--- src/rtl/cdiv_pkg.sv ---
package cdiv_pkg;
    parameter int DIV_W     = 6;
    parameter int STOP_BIT  = 8;
    parameter int SEL_SHIFT = 12;
    parameter int SEL_W     = 2;
    parameter int WORD_W    = 32;

    typedef struct packed {
        logic [SEL_W-1:0] sel;
        logic             stop;
        logic [DIV_W-1:0] div;
    } cfg_t;

    localparam cfg_t CFG_RESET = '{sel: '0, stop: 1'b1, div: '1};

    function automatic logic [WORD_W-1:0] cfg_to_word(input cfg_t c);
        logic [WORD_W-1:0] w;
        w = '0;
        w[DIV_W-1:0]            = c.div;
        w[STOP_BIT]             = c.stop;
        w[SEL_SHIFT +: SEL_W]   = c.sel;
        return w;
    endfunction
endpackage

--- src/rtl/cdiv_ctl_reg.sv ---
module cdiv_ctl_reg
    import cdiv_pkg::*;
#(
    parameter int NSRC = 3
) (
    input  logic              clk,
    input  logic              rst,
    input  logic              cfg_wr,
    input  logic              rate_wr,
    input  logic [WORD_W-1:0] wd,
    output cfg_t              cfg
);
    localparam logic [SEL_W:0] NSRC_L = NSRC[SEL_W:0];

    logic [SEL_W-1:0] sel_in;
    logic             sel_ok;
    logic             unused_wd;

    assign sel_in    = wd[SEL_SHIFT +: SEL_W];
    assign sel_ok    = ({1'b0, sel_in} < NSRC_L);
    assign unused_wd = ^wd;

    always_ff @(posedge clk) begin
        if (rst) begin
            cfg <= CFG_RESET;
        end else if (cfg_wr) begin
            cfg.div  <= wd[DIV_W-1:0];
            cfg.stop <= wd[STOP_BIT];
            if (sel_ok) cfg.sel <= sel_in;
        end else if (rate_wr) begin
            cfg.div <= wd[DIV_W-1:0];
        end
    end

    // stored selection always names a connected source
    a_r6_sel_in_range: assert property (@(posedge clk) disable iff (rst)
        ({1'b0, cfg.sel} < NSRC_L));

    // a rate-only write leaves stop flag and selection alone
    a_r7_rate_only: assert property (@(posedge clk) disable iff (rst)
        (rate_wr && !cfg_wr) |=> ($stable(cfg.stop) && $stable(cfg.sel)));
endmodule

--- src/rtl/cdiv_src_pick.sv ---
module cdiv_src_pick
    import cdiv_pkg::*;
#(
    parameter int NSRC = 3
) (
    input  logic [NSRC-1:0]  src_pulse,
    input  logic [SEL_W-1:0] sel,
    output logic             pulse
);
    logic [NSRC-1:0] hit;

    for (genvar i = 0; i < NSRC; i++) begin : g_src
        localparam logic [SEL_W-1:0] IDX = i[SEL_W-1:0];
        assign hit[i] = src_pulse[i] && (sel == IDX);
    end

    assign pulse = |hit;
endmodule

--- src/rtl/cdiv_core.sv ---
module cdiv_core
    import cdiv_pkg::*;
(
    input  logic clk,
    input  logic rst,
    input  logic pulse,
    input  cfg_t req,
    output cfg_t act,
    output logic tick
);
    logic [DIV_W-1:0] cnt;
    logic             wrap;

    assign wrap = pulse && (cnt == act.div);

    always_ff @(posedge clk) begin
        if (rst) begin
            cnt  <= '0;
            act  <= CFG_RESET;
            tick <= 1'b0;
        end else begin
            tick <= wrap && !act.stop;
            if (wrap) begin
                cnt      <= '0;
                act.div  <= req.div;
                act.stop <= req.stop && (req.div != '0);
                act.sel  <= req.sel;
            end else if (pulse) begin
                cnt <= cnt + 1'b1;
            end
        end
    end

    // count never passes the active terminal value
    a_r2_count_bound: assert property (@(posedge clk) disable iff (rst)
        cnt <= act.div);

    // active settings only change on a wrap
    a_r8_hold_mid_period: assert property (@(posedge clk) disable iff (rst)
        !wrap |=> $stable(act));

    // a zero divisor can never be in the stopped state
    a_r4_zero_runs: assert property (@(posedge clk) disable iff (rst)
        act.stop |-> (act.div != '0));

    // an output pulse always follows a period start
    a_r9_tick_after_wrap: assert property (@(posedge clk) disable iff (rst)
        tick |-> (cnt == '0));
endmodule

--- src/rtl/clkdiv6_stop.sv ---
module clkdiv6_stop
    import cdiv_pkg::*;
#(
    parameter int NSRC = 3
) (
    input  logic              clk,
    input  logic              rst,
    input  logic [NSRC-1:0]   src_pulse,
    input  logic              cfg_wr,
    input  logic              rate_wr,
    input  logic [WORD_W-1:0] wr_data,
    output logic [WORD_W-1:0] cfg_rdata,
    output logic              clk_en_out
);
    cfg_t cfg;
    cfg_t act;
    logic pulse;

    cdiv_ctl_reg #(.NSRC(NSRC)) u_reg (
        .clk(clk), .rst(rst), .cfg_wr(cfg_wr), .rate_wr(rate_wr),
        .wd(wr_data), .cfg(cfg)
    );

    cdiv_src_pick #(.NSRC(NSRC)) u_pick (
        .src_pulse(src_pulse), .sel(act.sel), .pulse(pulse)
    );

    cdiv_core u_core (
        .clk(clk), .rst(rst), .pulse(pulse), .req(cfg),
        .act(act), .tick(clk_en_out)
    );

    assign cfg_rdata = cfg_to_word(cfg);

    // bits outside the fields read zero
    a_r10_reserved_zero: assert property (@(posedge clk) disable iff (rst)
        (cfg_rdata & ~32'h0000_313F) == 32'h0);
endmodule

--- config.mk ---
export PLATFORM = sky130hd
export DESIGN_NAME = clkdiv6_stop
export DESIGN_NICKNAME = d
export VERILOG_FILES = /design/src/rtl/cdiv_pkg.sv /design/src/rtl/cdiv_ctl_reg.sv /design/src/rtl/cdiv_src_pick.sv /design/src/rtl/cdiv_core.sv /design/src/rtl/clkdiv6_stop.sv
export SDC_FILE = /design/constraint.sdc
export NUM_CORES = 1
export LEC_CHECK = 0
export BUFFER_PORTS_ARGS = -buffer_cell sky130_fd_sc_hd__buf_2
export CORE_UTILIZATION = 47
export DETAILED_ROUTE_END_ITERATION = 8
export GPL_TIMING_DRIVEN = 1
export PLACE_DENSITY = 0.84
export SLEW_MARGIN = 20
export SYNTH_ARGS = -nofsm -noshare
export SYNTH_HDL_FRONTEND = slang
export SYNTH_SLANG_ARGS = --single-unit
export TNS_END_PERCENT = 100
--- constraint.sdc ---
create_clock -name clk -period 3.1 [get_ports clk]
set_input_delay 0.62 -clock clk [delete_from_list [all_inputs] [get_ports clk]]
set_output_delay 0.62 -clock clk [all_outputs]
set_load 0.01 [all_outputs]
==> metrics.txt, run 1 <==
run status=complete, no violations; area delta synth->final=6.89%; maximum capacitance violations=0; Worst VDD drop=0.377 mV; Slew Viols, Final=0; setup_tns=0 ps; largest stage delay on the critical path=~670 ps; vias in the first global route=791; Port Buffers=25; CTS tree=done; Iter 0 DRT Violations=15; RSZ-0062 raised after global routing=false; share of cells above drive strength 1=17.5%; Sink Count=25; Worst Tran Pin Value=764 ps; Lkg Pwr=about 0.55 nW; I/O pin count=72; min Tclk post-route=~1700 ps; critical path arrival=around 1900 ps; ant diodes=0; Vias=between 1000 and 1500; count of final setup violators=0; Avg Cell Area, Syn=approximately 8.4 sq um; # placed instances=roughly 200; initial antenna violation count=0; cts hold-fix bufs=0; WL/cell=between 10 and 15 microns; leading area contributor after synthesis=dfxtp_1; Critical Path End Type=register; Gate Count Post-Synth=roughly 150; Clk Latency, worst-skew pair=330 ps; dpl hpwl=roughly 1.7 mm; top cells by count, synth=dfxtp_1 (25), buf_4 (23), nor2_1 (18), nand2_1 (14), o21ai_0 (11); Power, Total=0.566 mW; Multi-input gate area=slightly below 700 sq um; postcts setup bufs=0; clock transition at the registers of the reported paths=~150 ps; CP required=3290 ps; WHS=about 500 ps; count leader, synth=dfxtp_1; number of buffers created by CTS=3; via/cell ratio=about 4.9; CP cell instances=xnor2_1, nand4_1, o31ai_1, nor2_1; die width=between 50 and 60 microns; Final #Nets=around 220; Hold Path Class=input pin to register; synth top area cells=dfxtp_1 (39%), buf_4 (13%), mux2i_1 (7.0%); CP max-delay cell=o31ai_1; Rows=18; WS Path Type=register to register; Core Util, Final=between 50% and 60%; grt total ovfl=0; CP startpoint kind=register; largest net degree at the start of global routing=20; f_max=a little under 600 MHz; number of enable flip-flop cells after synthesis=0; count of cell types in the netlist=25; FF+latch area=roughly 500 sq um; Setup Skew=~17 ps; ys async rst share=0%; Hold Vio Cnt, Final=0; Filler Cell Count=250; RePlAce Congestion=0.771; register bit count reported by yosys=25; post-cts resize count=0; sequential area share after synthesis=38.8%; Worst slew margin=approximately 49%; pwr/cell area=around 410 nW/um^2; CTS root buf=clkbuf_4; Synth warnings=0; first-pass GRT wire length=3.41 mm; final cell count without fillers=a little over 200; Initial Util=between 50 and 60%; die footprint=2960 sq um; # DRC=0; core area=2540 sq um; Routed Antenna Nets=0; TritonRoute pass-1 iters=4; H-tree depth=1; aggregate routed wire length=~2.2 mm; Most used DFF post-synth=dfxtp_1; Die H=approximately 54 microns; Post-Syn Area=between 1000 and 1500 sq um; Global Route Usage Sum=~16%; CTS max path bufs=2; CP max FO=6; final worst path period share=55.3%; Synth top area share=just under 40%
## sequential cells by signal (all words and copies together) (netlist names)
| signal | flops |
|---|---|
| u_core.tick | 1 |
| u_reg.cfg | 9 |
| u_core.act | 9 |
| u_core.cnt | 6 |
## worst max-delay path: cells and delay by family (launching register included)
family	cells	cell delay (ps)
simple gates	2	300
compound gates	1	670
flops	1	370
xor+xnor	1	260
## per-stage QoR
stage          setup WS (ps)  instance area [sq um]
2_1_floorplan           1380                   1370
3_3_place_gp            1140                   1350
3_5_place_dp            1100                   1350
4_1_cts                 1370                   1380
5_1_grt                 1190                   1380
6_report                1390                   1380
## per-layer routing
metal	GRT usage [%]	vias to the layer above	part of all wire, %
li1	-	526	-
met3	6.11	4	6.2
met5	0	-	0
met1	21.1	451	46
met4	5.13	0	1.3
met2	24.6	36	47
## path summary, 6_finish.rpt
path	from	end	slack, ps	cells past startpoint
setup reg to reg	u_core.cnt[4]	u_core.cnt[0]	1390	4
hold reg to reg	u_reg.cfg[0]	u_reg.cfg[0]	510	2
setup / recovery	u_core.cnt[4]	u_core.cnt[0]	1390	4
hold / removal	wr_data[8]	u_reg.cfg[6]	500	3
## where the power goes
group | total (mW) | internal [mW] | switching (mW)
sequential | 0.343 | 0.332 | 0.0111
combinational | 0.0697 | 0.0257 | 0.0440
clock | 0.153 | 0.0525 | 0.100
total | 0.566 | 0.410 | 0.156
## final cells by class
class / count / share of cell area (%)
multi-input cells: 121 / 49.0
flip-flops and latches: 25 / 36.3
repair buffers: 25 / 9.08
well taps: 30 / 2.72
clock buffers: 3 / 1.63
clock inverters: 1 / 0.636
inverters: 2 / 0.545
## cell usage in the layout (no fill, tap or decap), types with 3 or more instances in the layout
cell type / instances
nand2_1: 14
clkbuf_4: 3
buf_2: 25
xnor2_1: 7
mux2i_1: 9
a21oi_1: 8
conb_1: 23
nand3_1: 7
or3_1: 4
nand4_1: 4
dfxtp_1: 25
o21ai_0: 11
o31ai_1: 3
nor2_1: 18
## logic make-up (layout without fill, tap and decap cells)
| family | Yosys count | after routing | synth area share, % |
|---|---|---|---|
| simple gates | 58 | 58 | 22.7 |
| buf+inv | 29 | 31 | 15.1 |
| flops | 25 | 25 | 38.8 |
| compound gates | 23 | 23 | 10.3 |
| mux | 9 | 9 | 6.99 |
| xor+xnor | 7 | 7 | 4.76 |
| fa+ha+maj | 1 | 1 | 0.971 |
| other cells | 1 | 23 | 0.291 |
No activity file was read; power rests on OpenSTA's default activity.
==> run 2, diff against run 1 <==
Settings changed: CORE_UTILIZATION 47 to 43, PLACE_DENSITY 0.84 to 0.78.
Clock period 3.1 ns to 1.8 ns, I/O delays scaled along.
==> run 2 against run 1 <==
The run now ends with DRC left. Cell area is 2.7% higher. Flip-flop and latch count stayed put. Sequential share of layout area is 0.96 points lower. Critical path depth is 1 higher. Setup slack worse by 1100 ps. Power is 72% higher. Wire length is 0.42% higher. First-iteration DRC count is 27% higher. Via count is 0.88% higher. Die area is 8.9% higher. Utilization is 3.7 points lower. Combinational power is 82% higher. Largest power group unchanged.
==> metrics.txt, run 2 (synthesis results as in run 1) <==
run status=finished with violations; failing checks=DRC; Combinational Power Share=a little over an eighth; die footprint=between 3000 and 4000 sq um; setup_tns=0 ps; internal power=0.706 mW; postcts setup bufs=0; Final #Nets=roughly 220; Power, Total=0.970 mW; via/cell ratio=4.82; CP max-delay cell=dfxtp_1; count of final setup violators=0; initial antenna violation count=0; Routed Antenna Nets=0; CP delay by family, top=flip-flops; Rows=19; grt total ovfl=0; number of buffers created by CTS=3; cts hold-fix bufs=0; CP cell instances=xnor2_1, nand2_1, nor4_4, buf_4, mux2i_1; area delta synth->final=9.81%; most frequent cells in the layout=buf_2 (25), dfxtp_1 (25), conb_1 (23); Iter 0 DRT Violations=19; dpl hpwl=1.65 mm; CTS max path bufs=2; core area=approximately 2800 sq um; WL/cell=10.1 microns; critical path arrival=roughly 1800 ps; pwr/cell area=slightly below 700 nW/um^2; RSZ-0062 raised after global routing=false; Reg power frac=roughly 61%; Bufs and invs on worst path=1; WS Path Type=register to register; Critical Path End Type=register; Clk Latency, worst-skew pair=between 300 and 400 ps; die width=roughly 57 microns; clock share of power=approximately a quarter; Die H=between 50 and 60 microns; min Tclk post-route=1510 ps; Worst VDD drop=0.409 mV; CP startpoint kind=register; share of cells above drive strength 1=19.8%; post-cts resize count=0; CTS root buf=clkbuf_4; largest net degree at the start of global routing=19; maximum capacitance violations=0; final worst path period share=84.1%; first-pass GRT wire length=around 3.5 mm; TritonRoute pass-1 iters=6; I/O pin count=between 70 and 80; Sink Count=25; Hold Path Class=input pin to register; Slew Viols, Final=0; CP required=a little over 2000 ps; aggregate routed wire length=roughly 2.2 mm; NetSw=0.264 mW; # DRC=6; Hold Vio Cnt, Final=0; Setup Skew=roughly 7.5 ps; f_max=661 MHz; Initial Util=between 40% and 50%; ant diodes=0; DP Area=~1400 sq um; post-route cell area=1420 sq um; RePlAce Congestion=slightly below 0.8; Filler Cell Count=about 280; Vias=~1000; CP max FO=7; top flop regs=u_core.act (9), u_reg.cfg (9), u_core.cnt (6); Lkg Pwr=between 0.5 and 0.6 nW; CTS tree=done; clock transition at the registers of the reported paths=between 100 and 150 ps; H-tree depth=1; switching part of the total=between 20 and 30%; largest stage delay on the critical path=460 ps; vias in the first global route=853; Port Buffers=25; Global Route Usage Sum=approximately 14%
## run 2: cell count changes in the layout (fill, tap and decap cells not counted), sizes merged
cell and delta:
buf +5, clkinvlp +1, inv -1
## run 2: path summary, 6_finish.rpt
check / slack, ps / end / depth (start not counted) / start
min reg2reg: 510 / u_reg.cfg[0] / 2 / u_reg.cfg[0]
max reg2reg: 290 / u_core.act[3] / 5 / u_core.cnt[0]
max: 290 / u_core.act[3] / 5 / u_core.cnt[0]
min: 260 / u_reg.cfg[6] / 3 / wr_data[8]
## run 2: tightest hold or removal path, stage by stage
cell	delay, ps
buf_2	80
mux2i_1	60
nand2_1	60
## run 2: through the flow
step / setup slack, ps / utilization (%) / hold WS (ps) / std cells
floorplan: 335 / - / 464 / 175
global placement: 294 / 49.4 / 475 / 209
detailed placement: 267 / 49.4 / 486 / 209
CTS: 277 / 50.4 / 250 / 213
global route: 143 / 50.4 / 232 / 213
finish: 286 / 50.4 / 256 / 213
## run 2: metal layers
layer,global-route usage (%),vias up,routed length [microns]
met5,0,-,0
met4,5.23,0,18
met3,2.76,2,118
met2,22.1,34,972
met1,18.3,454,1050
li1,-,536,-
## run 2: final cells by class
class	instances	area, sq um	share of cell area, %
inverters	2	7.51	0.531
multi-input cells	121	676	47.7
clock inverters	1	7.51	0.531
repair buffers	30	163	11.5
clock buffers	3	22.5	1.59
well taps	31	38.8	2.74
flip-flops and latches	25	500	35.4
## run 2: power groups by stage
stage / Clock, mW / Combinational, mW / Sequential, mW
finish: 0.252 / 0.127 / 0.591
global route: 0.291 / 0.143 / 0.594
floorplan: 0 / 0.113 / 0.606
global placement: 0 / 0.125 / 0.603
CTS: 0.265 / 0.128 / 0.591
detailed placement: 0 / 0.127 / 0.603
==> run 3, diff against run 2 <==
Clock period 1.8 ns to 1.4 ns, I/O delays scaled along.
==> run 3 against run 2 <==
The run still ends with DRC left. Sequential power grew 28%. Largest power group unchanged. Highest routed layer is now met3. First-iteration DRC count is the same. Hold slack lost 100 ps. Clock skew grew 3.5 ps. Global-route usage grew 1.3 points. Cell area grew 11%. Critical endpoint unchanged.
==> metrics.txt, run 3 (synthesis results as in run 1) <==
Sink Count=25; Initial Util=roughly 46%; CP startpoint kind=register; hold wc startpoint=wr_data[8]; CP max-delay cell=dfxtp_4; Power, Total=1.28 mW; I/O pin count=roughly 70; Lkg Pwr=roughly 0.67 nW; FF+latch area=around 520 sq um; vias in the first global route=884; setup_tns=0 ps; ant diodes=0; share of cells above drive strength 1=34.0%; count of final setup violators=0; via/cell ratio=between 4 and 5; Port Buffers=25; first-pass GRT wire length=~3.8 mm; failing checks=DRC; maximum capacitance violations=0; initial antenna violation count=0; CP required=1660 ps; CTS max path bufs=2; Clk Latency, worst-skew pair=330 ps; WS Path Type=register to register; FF-to-FF Start=u_core.cnt[2]; WHS=approximately 160 ps; Vias=1052; TritonRoute pass-1 iters=6; Die H=between 50 and 60 microns; area delta synth->final=22.3%; clock transition at the registers of the reported paths=around 150 ps; top flop regs=u_core.act (9), u_reg.cfg (9), u_core.cnt (6); min Tclk post-route=about 1400 ps; Global Route Usage Sum=roughly 15%; dpl hpwl=between 1.5 and 2 mm; # DRC=5; cts hold-fix bufs=0; final worst path period share=about 98%; critical path arrival=1640 ps; number of buffers created by CTS=3; Hold Vio Cnt, Final=0; run status=finished with violations; Hold Path Class=input pin to register; Critical Path End Type=register; Worst VDD drop=0.663 mV; CP delay by family, top=flip-flops; RSZ-0062 raised after global routing=true; largest net degree at the start of global routing=17; Iter 0 DRT Violations=19; RePlAce Congestion=around 0.78; CTS tree=done; final setup margin=between 20 and 25 ps; Slew Viols, Final=0; Multi-input gate area=just under 800 sq um; grt total ovfl=0; Rows=19; Final #Nets=~230; CP startpoint=u_core.cnt[2]; WL/cell=around 11 microns; CP max FO=3; pwr/cell area=between 800 and 900 nW/um^2; largest stage delay on the critical path=slightly below 400 ps; Placement Setup Slack=about 28 ps; CTS root buf=clkbuf_4; die footprint=3220 sq um; Routed Antenna Nets=0; most frequent cells in the layout=buf_2 (25), conb_1 (23), nor2_1 (18); die width=around 57 microns; Bufs and invs on worst path=1; CP cell instances=xnor2_4, nand2_2, nor4_4, buf_4, mux2i_1; f_max=roughly 730 MHz; H-tree depth=1; core area=between 2000 and 3000 sq um; aggregate routed wire length=about 2.4 mm; Filler Cell Count=263; Setup Skew=around 11 ps; commonest non-fill, non-tap cell in the layout=buf_2
==> run 3: area by class of cell <==
type,instances,share of cell area (%)
multi-input combinational,121,48.7
tap,31,2.46
timing repair buffer,36,13.2
inverter,2,0.476
clock inverter,1,0.556
sequential,25,33.2
clock buffer,3,1.43
==> run 3: final timing paths <==
check / to / slack [ps] / cells after the start
setup / recovery: u_core.act[3] / 20 / 5
hold / removal: u_reg.cfg[6] / 160 / 3
setup reg to reg: u_core.act[3] / 20 / 5
hold reg to reg: u_reg.cfg[2] / 520 / 2
==> run 3: stage by stage <==
stage	util (%)	instance area, sq um	cells
after floorplan	-	1410	175
after global placement	51.3	1440	211
after detailed placement	51.3	1440	211
after CTS	53.5	1500	215
after global routing	56.2	1580	219
final	56.2	1580	219
==> run 3: power by group <==
group / internal [mW] / switching [mW] / leakage (nW)
sequential: 0.731 / 0.0237 / 0.206
combinational: 0.0732 / 0.106 / 0.446
clock: 0.116 / 0.227 / 0.0183
total: 0.920 / 0.357 / 0.671
==> run 3: worst min-delay path, stage by stage <==
cell and delay, ps:
buf_2 80, mux2i_1 60, nand2_1 60
==> run 3: metal layers <==
| metal | vias up | part of all wire (%) | GRT usage, % |
|---|---|---|---|
| met5 | - | 0 | 0 |
| met4 | 0 | 0 | 1.05 |
| met3 | 0 | 5.2 | 4.38 |
| met2 | 35 | 51 | 26.7 |
| met1 | 469 | 44 | 19.0 |
| li1 | 548 | - | - |
==> run 3: what timing repair did <==
| action | 4_1_cts | 5_1_grt |
|---|---|---|
| buffers inserted | 0 | 4 |
| pin swaps | 2 | 6 |
| endpoints found under the setup margin | 3 | 13 |
| gates resized for setup | 5 | 13 |
